File: config.mk
export PLATFORM = sky130hd
export DESIGN_NAME = coef_sweep_top
export DESIGN_NICKNAME = d
export VERILOG_FILES = /design/src/rtl/coef_sweep_pkg.sv /design/src/rtl/coef_cross_det.sv /design/src/rtl/coef_addr_ctr.sv /design/src/rtl/coef_rom_bank.sv /design/src/rtl/coef_sweep_top.sv
export SDC_FILE = /design/constraint.sdc
export NUM_CORES = 1
export LEC_CHECK = 0
export CORE_MARGIN = 2
export CORE_UTILIZATION = 56
export DETAILED_ROUTE_END_ITERATION = 8
export DONT_BUFFER_PORTS = 1
export PLACE_DENSITY = 0.71
export SLEW_MARGIN = 30
export SYNTH_ARGS = -nofsm -noshare
export SYNTH_HDL_FRONTEND = slang
export SYNTH_SLANG_ARGS = --single-unit
File: constraint.sdc
create_clock -name clk -period 2.1 [get_ports clk]
set_clock_uncertainty 0.15 [all_clocks]
set_input_delay 0.21 -clock clk [delete_from_list [all_inputs] [get_ports clk]]
set_output_delay 0.21 -clock clk [all_outputs]
set_load 0.01 [all_outputs]
File: src/rtl/coef_sweep_pkg.sv
package coef_sweep_pkg;
  localparam int CW      = 16;
  localparam int NSEC    = 2;
  localparam int PER_SEC = 2;
  localparam int NCOEF   = NSEC * PER_SEC;

  // default table content: coefficient k of entry i
  function automatic logic [CW-1:0] tbl_entry(input int k, input int i);
    return CW'(k * 4096 + i);
  endfunction
endpackage

File: src/rtl/coef_cross_det.sv
module coef_cross_det #(
  parameter int DW = 16
) (
  input  logic                 clk,
  input  logic                 rst_n,
  input  logic                 fire,
  input  logic signed [DW-1:0] data,
  input  logic signed [DW-1:0] thresh,
  output logic                 pulse
);
  logic above;
  logic above_q;

  assign above = data > thresh;
  assign pulse = above ^ above_q;

  always_ff @(posedge clk) begin
    if (!rst_n)    above_q <= 1'b0;
    else if (fire) above_q <= above;
  end

  AST_HIST_HOLD: assert property (@(posedge clk) disable iff (!rst_n)
    !fire |=> $stable(above_q));
endmodule

File: src/rtl/coef_addr_ctr.sv
module coef_addr_ctr #(
  parameter int LEN = 256,
  localparam int AW = (LEN > 1) ? $clog2(LEN) : 1
) (
  input  logic          clk,
  input  logic          rst_n,
  input  logic          fire,
  input  logic          restart,
  output logic [AW-1:0] sel
);
  localparam logic [AW-1:0] LAST = AW'(LEN - 1);
  logic [AW-1:0] addr_q;

  always_comb begin
    if (restart)             sel = '0;
    else if (addr_q == LAST) sel = LAST;
    else                     sel = addr_q + 1'b1;
  end

  always_ff @(posedge clk) begin
    if (!rst_n)    addr_q <= LAST;
    else if (fire) addr_q <= sel;
  end

  AST_ADDR_RANGE: assert property (@(posedge clk) disable iff (!rst_n)
    addr_q <= LAST);
  AST_RESTART_ZERO: assert property (@(posedge clk) disable iff (!rst_n)
    fire && restart |=> addr_q == '0);
  AST_HOLD_AT_END: assert property (@(posedge clk) disable iff (!rst_n)
    fire && !restart && addr_q == LAST |=> addr_q == LAST);
  AST_STEP_ONE: assert property (@(posedge clk) disable iff (!rst_n)
    fire && !restart && addr_q != LAST |=> addr_q == $past(addr_q) + 1'b1);
  AST_NO_MOVE_IDLE: assert property (@(posedge clk) disable iff (!rst_n)
    !fire |=> $stable(addr_q));
endmodule

File: src/rtl/coef_rom_bank.sv
module coef_rom_bank
  import coef_sweep_pkg::*;
#(
  parameter int LEN = 256,
  localparam int AW = (LEN > 1) ? $clog2(LEN) : 1
) (
  input  logic [AW-1:0]       sel,
  output logic [NCOEF*CW-1:0] coef
);
  for (genvar k = 0; k < NCOEF; k++) begin : g_tbl
    logic [CW-1:0] rom [LEN];
    for (genvar i = 0; i < LEN; i++) begin : g_ent
      assign rom[i] = tbl_entry(k, i);
    end
    assign coef[k*CW +: CW] = rom[sel];
  end
endmodule

File: src/rtl/coef_sweep_top.sv
module coef_sweep_top
  import coef_sweep_pkg::*;
#(
  parameter int LEN = 256,
  localparam int AW = (LEN > 1) ? $clog2(LEN) : 1
) (
  input  logic                    clk,
  input  logic                    rst_n,
  input  logic signed [CW-1:0]    thresh,
  input  logic                    s_valid,
  output logic                    s_ready,
  input  logic signed [CW-1:0]    s_data,
  output logic                    m_valid,
  input  logic                    m_ready,
  output logic [NCOEF*CW-1:0]     m_coef,
  output logic                    m_edge
);
  logic                   fire;
  logic                   pulse;
  logic [AW-1:0]          sel;
  logic [NCOEF*CW-1:0]    coef_rd;

  assign s_ready = !m_valid || m_ready;
  assign fire    = s_valid && s_ready;

  coef_cross_det #(.DW(CW)) u_det (
    .clk(clk), .rst_n(rst_n), .fire(fire),
    .data(s_data), .thresh(thresh), .pulse(pulse)
  );

  coef_addr_ctr #(.LEN(LEN)) u_ctr (
    .clk(clk), .rst_n(rst_n), .fire(fire),
    .restart(pulse), .sel(sel)
  );

  coef_rom_bank #(.LEN(LEN)) u_rom (
    .sel(sel), .coef(coef_rd)
  );

  always_ff @(posedge clk) begin
    if (!rst_n) begin
      m_valid <= 1'b0;
      m_coef  <= '0;
      m_edge  <= 1'b0;
    end else if (fire) begin
      m_valid <= 1'b1;
      m_coef  <= coef_rd;
      m_edge  <= pulse;
    end else if (m_ready) begin
      m_valid <= 1'b0;
    end
  end

  AST_OUT_HOLD: assert property (@(posedge clk) disable iff (!rst_n)
    m_valid && !m_ready |=> m_valid && $stable(m_coef) && $stable(m_edge));
  AST_BEAT_DUE: assert property (@(posedge clk) disable iff (!rst_n)
    s_valid && s_ready |=> m_valid);
  AST_EDGE_ZERO: assert property (@(posedge clk) disable iff (!rst_n)
    m_valid && m_edge |-> m_coef[CW-1:0] == '0);
endmodule

==> reports/results.txt <==
CTS Buf Count = 3
I/O Buffers = 0
Worst skew pair latency = 0.30 ns
Post-synthesis cell count = 233
Post-Synth Adder-Cell Area = 0.115
DRT iter0 DRCs = 33
R2R Path End = m_coef[17]
Row count = 20
Post-synth EDFFs = 0
Simple-gate portion of the synthesized area = 0.203
Mapped Area = 0.00185 mm^2
Die X = 61.4 um
Syn_area_per_cell = 7.92 um^2
Wire per inst = 11.5 um
Initial antenna violation count = 0
Gpl congestion = 0.849
Diode count = 0
Layout area overhead = -3.12%
Status = completed
Detailed placement HPWL = 2280 um
Final Hold Viols = 0
Max-cap violations = 0
YS warnings = 0
Max Root-Sink Buffers = 2
Full die area = 0.00377 mm^2
Hold-critical path depth = 2
Setup crit end kind = flip-flop
Worst setup SP type = input port
Cell internal pwr = 0.676 mW
Core ar. = 0.00310 mm^2
Fillcell total = 295
Yosys cell types = 42
I/O Pins = 103
Critical Path AT = 2.14 ns
Net Sw Frac = 0.355
Worst path setup slack after routing = 0.0454 ns
Dpl ws = -0.350 ns
Sw power = 0.372 mW
CP endpoint = m_coef[22]
Multiplexer area fraction after synthesis = 0.0386
Worst-path clk slew = 0.11 ns
Worst Path Max Fanout = 5
Main combinational cell family by area after synthesis = buffers and inverters
Vias in the first global route = 1029
Final wirelength = 3000 um
First-pass DRT Iterations = 4
Post-synth ARST share = 0
Layout Nets = 272
GR Overflow Total = 0
Worst Setup Path Type = in2reg
CTS root buf = clkbuf_4
Leak = 0.870 nW
Yosys reg bits = 20
TritonCTS clock tree = built
RSZ-0062 raised after global routing = yes
Routed via count = 1317
Die Y = 61.4 um
Finish-stage setup viols = 0
Compound-cell area share of the yosys netlist = 0.138
Register area share after synthesis = 0.217
Clock network fraction of total power = 0.213
# clock sinks = 20
Slew Limit Fails = 0
Worst r2r src = u_ctr.addr_q[1]
Tot GR Track Use = 0.150
Crit share post-route = 0.978
Post-DRT Antenna Nets = 0
Max Freq = 487 MHz
Global-route wire length before repair = 4310 um
Post-DP Area = 0.00160 mm^2
Share of post-route cells with drive strength above 1 = 0.161
Starting utilization of the core area = 0.595
Logic pwr share = 0.321
Max VDD drop = 0.389 mV
Required time of the critical path = 2.18 ns
Worst Setup SP = thresh[5]
Reg power frac = 0.467
DR vias/cell = 5.03
Pwr/cell area = 586 mW/mm^2
Most used DFF post-synth = dfxtp_1
Hold Path Class = in2reg
# H-tree levels = 1
Drt drc = 0
Fin area = 0.00179 mm^2
Xor/xnor share of the synthesized area = 0.00475
Flop-to-flop setup slack = 0.15 ns
R2R cell count = 7
Tmin final = 2.05 ns
Largest net degree at the start of global routing = 19
==> power by group through the flow <==
stage	clock network, mW	registers, mW	logic, mW
3_3_place_gp	0	0.497	0.286
2_1_floorplan	0	0.465	0.359
6_report	0.223	0.489	0.336
3_5_place_dp	0	0.498	0.288
4_1_cts	0.231	0.488	0.301
5_1_grt	0.248	0.500	0.377
==> cells in the mapped netlist, types with 2 or more instances <==
library cell | n | area, um^2
clkbuf_1 | 4 | 15.0
and3_1 | 4 | 25.0
and2_1 | 3 | 18.8
mux2i_1 | 6 | 60.1
nand3b_1 | 2 | 15.0
nand2_1 | 23 | 86.3
a21oi_1 | 14 | 70.1
nor3_1 | 2 | 10.0
nor2b_1 | 2 | 12.5
nor2_1 | 12 | 45.0
o21ai_0 | 6 | 30.0
ha_1 | 17 | 213
inv_1 | 21 | 78.8
nand4_1 | 2 | 12.5
buf_4 | 55 | 413
a31oi_1 | 3 | 18.8
o21a_1 | 4 | 30.0
dfxtp_1 | 20 | 400
nand3_1 | 9 | 45.0
a211o_1 | 2 | 17.5
==> how the worst min path moves through the flow <==
stage | to | slack [ns] | start
CTS | m_valid | 0.10 | m_ready
global route | m_valid | 0.12 | m_ready
finish | m_valid | 0.11 | m_ready
detailed placement | u_ctr.addr_q[4] | 0.15 | rst_n
global placement | u_ctr.addr_q[4] | 0.14 | rst_n
floorplan | u_ctr.addr_q[4] | 0.14 | rst_n
==> kinds of logic after synthesis <==
| group | count (synthesis) |
|---|---|
| other | 1 |
| muxes | 7 |
| buffers and inverters | 81 |
| and+or+nand+nor | 68 |
| AOI/OAI and AO/OA | 38 |
| DFF | 20 |
| xor gates and xnor gates | 1 |
| adders and majority gates | 17 |
==> what timing repair did <==
action / CTS / global route
endpoints found under the setup margin: 6 / 11
cloned: 0 / 1
buffers inserted: 1 / 5
pin swaps: 1 / 8
hold buffers: 2 / 0
endpoints found under the hold margin: 6 / 0
gates resized for setup: 1 / 10
==> metal layers <==
metal  GRT usage  part of all wire  wire, um
met5           0                 0         0
met4      0.0274             0.013        40
met3      0.0525             0.078       234
met2       0.240              0.46      1370
met1       0.198              0.45      1360
==> flip-flops by register name, summed over array words and instances, names as in the netlist <==
signal / cells
m_coef: 9
u_det.above_q: 1
m_valid: 1
u_ctr.addr_q: 8
m_edge: 1
==> critical path, cell delays in order <==
cell and delay, ns:
inv_1 0.02, ha_1 0.31, a21oi_2 0.13, o21a_1 0.16, o21ai_2 0.08, nor4b_4 0.35
nor3b_4 0.10, buf_4 0.17, or4_1 0.46, a31oi_1 0.16
==> cell type report <==
| type | instances | area (um^2) | share of cell area |
|---|---|---|---|
| timing repair buffer | 13 | 103 | 0.0574 |
| sequential | 20 | 400 | 0.224 |
| tap | 44 | 55.1 | 0.0308 |
| multi-input combinational | 160 | 1110 | 0.624 |
| inverter | 21 | 78.8 | 0.0441 |
| clock buffer | 4 | 36.3 | 0.0203 |
==> layout by cell type, fill, tap and decap left out, types with 2 or more instances in the layout <==
master,netlist,final
conb_1,1,28
nand2_1,23,23
inv_1,21,21
dfxtp_1,20,20
ha_1,17,14
a21oi_1,14,12
nor2_1,12,12
buf_4,55,11
nand3_1,9,9
o21ai_0,6,5
mux2i_1,6,5
o21a_1,4,4
and2_1,3,3
and3_1,4,3
a31oi_1,3,3
ha_4,0,3
clkbuf_4,0,3
a21oi_2,0,2
and4_4,1,2
nor2b_1,2,2
nand4_1,2,2
nand3b_1,2,2
nor3_1,2,2
a211o_1,2,2
dlygate4sd3_1,0,2
==> per-stage QoR <==
stage                     utilization  std cells  power (mW)  hold slack [ns]  setup TNS (ns)
after global routing            0.576        262        1.13            0.115         -0.0574
after global placement          0.517        249       0.782            0.142           -3.59
after floorplan                     -        260       0.825            0.139        -0.00499
final                           0.576        262        1.05            0.110               0
after detailed placement        0.517        249       0.786            0.146           -4.96
after CTS                       0.540        256        1.02            0.105               0
(Power assumes the default switching activity.)
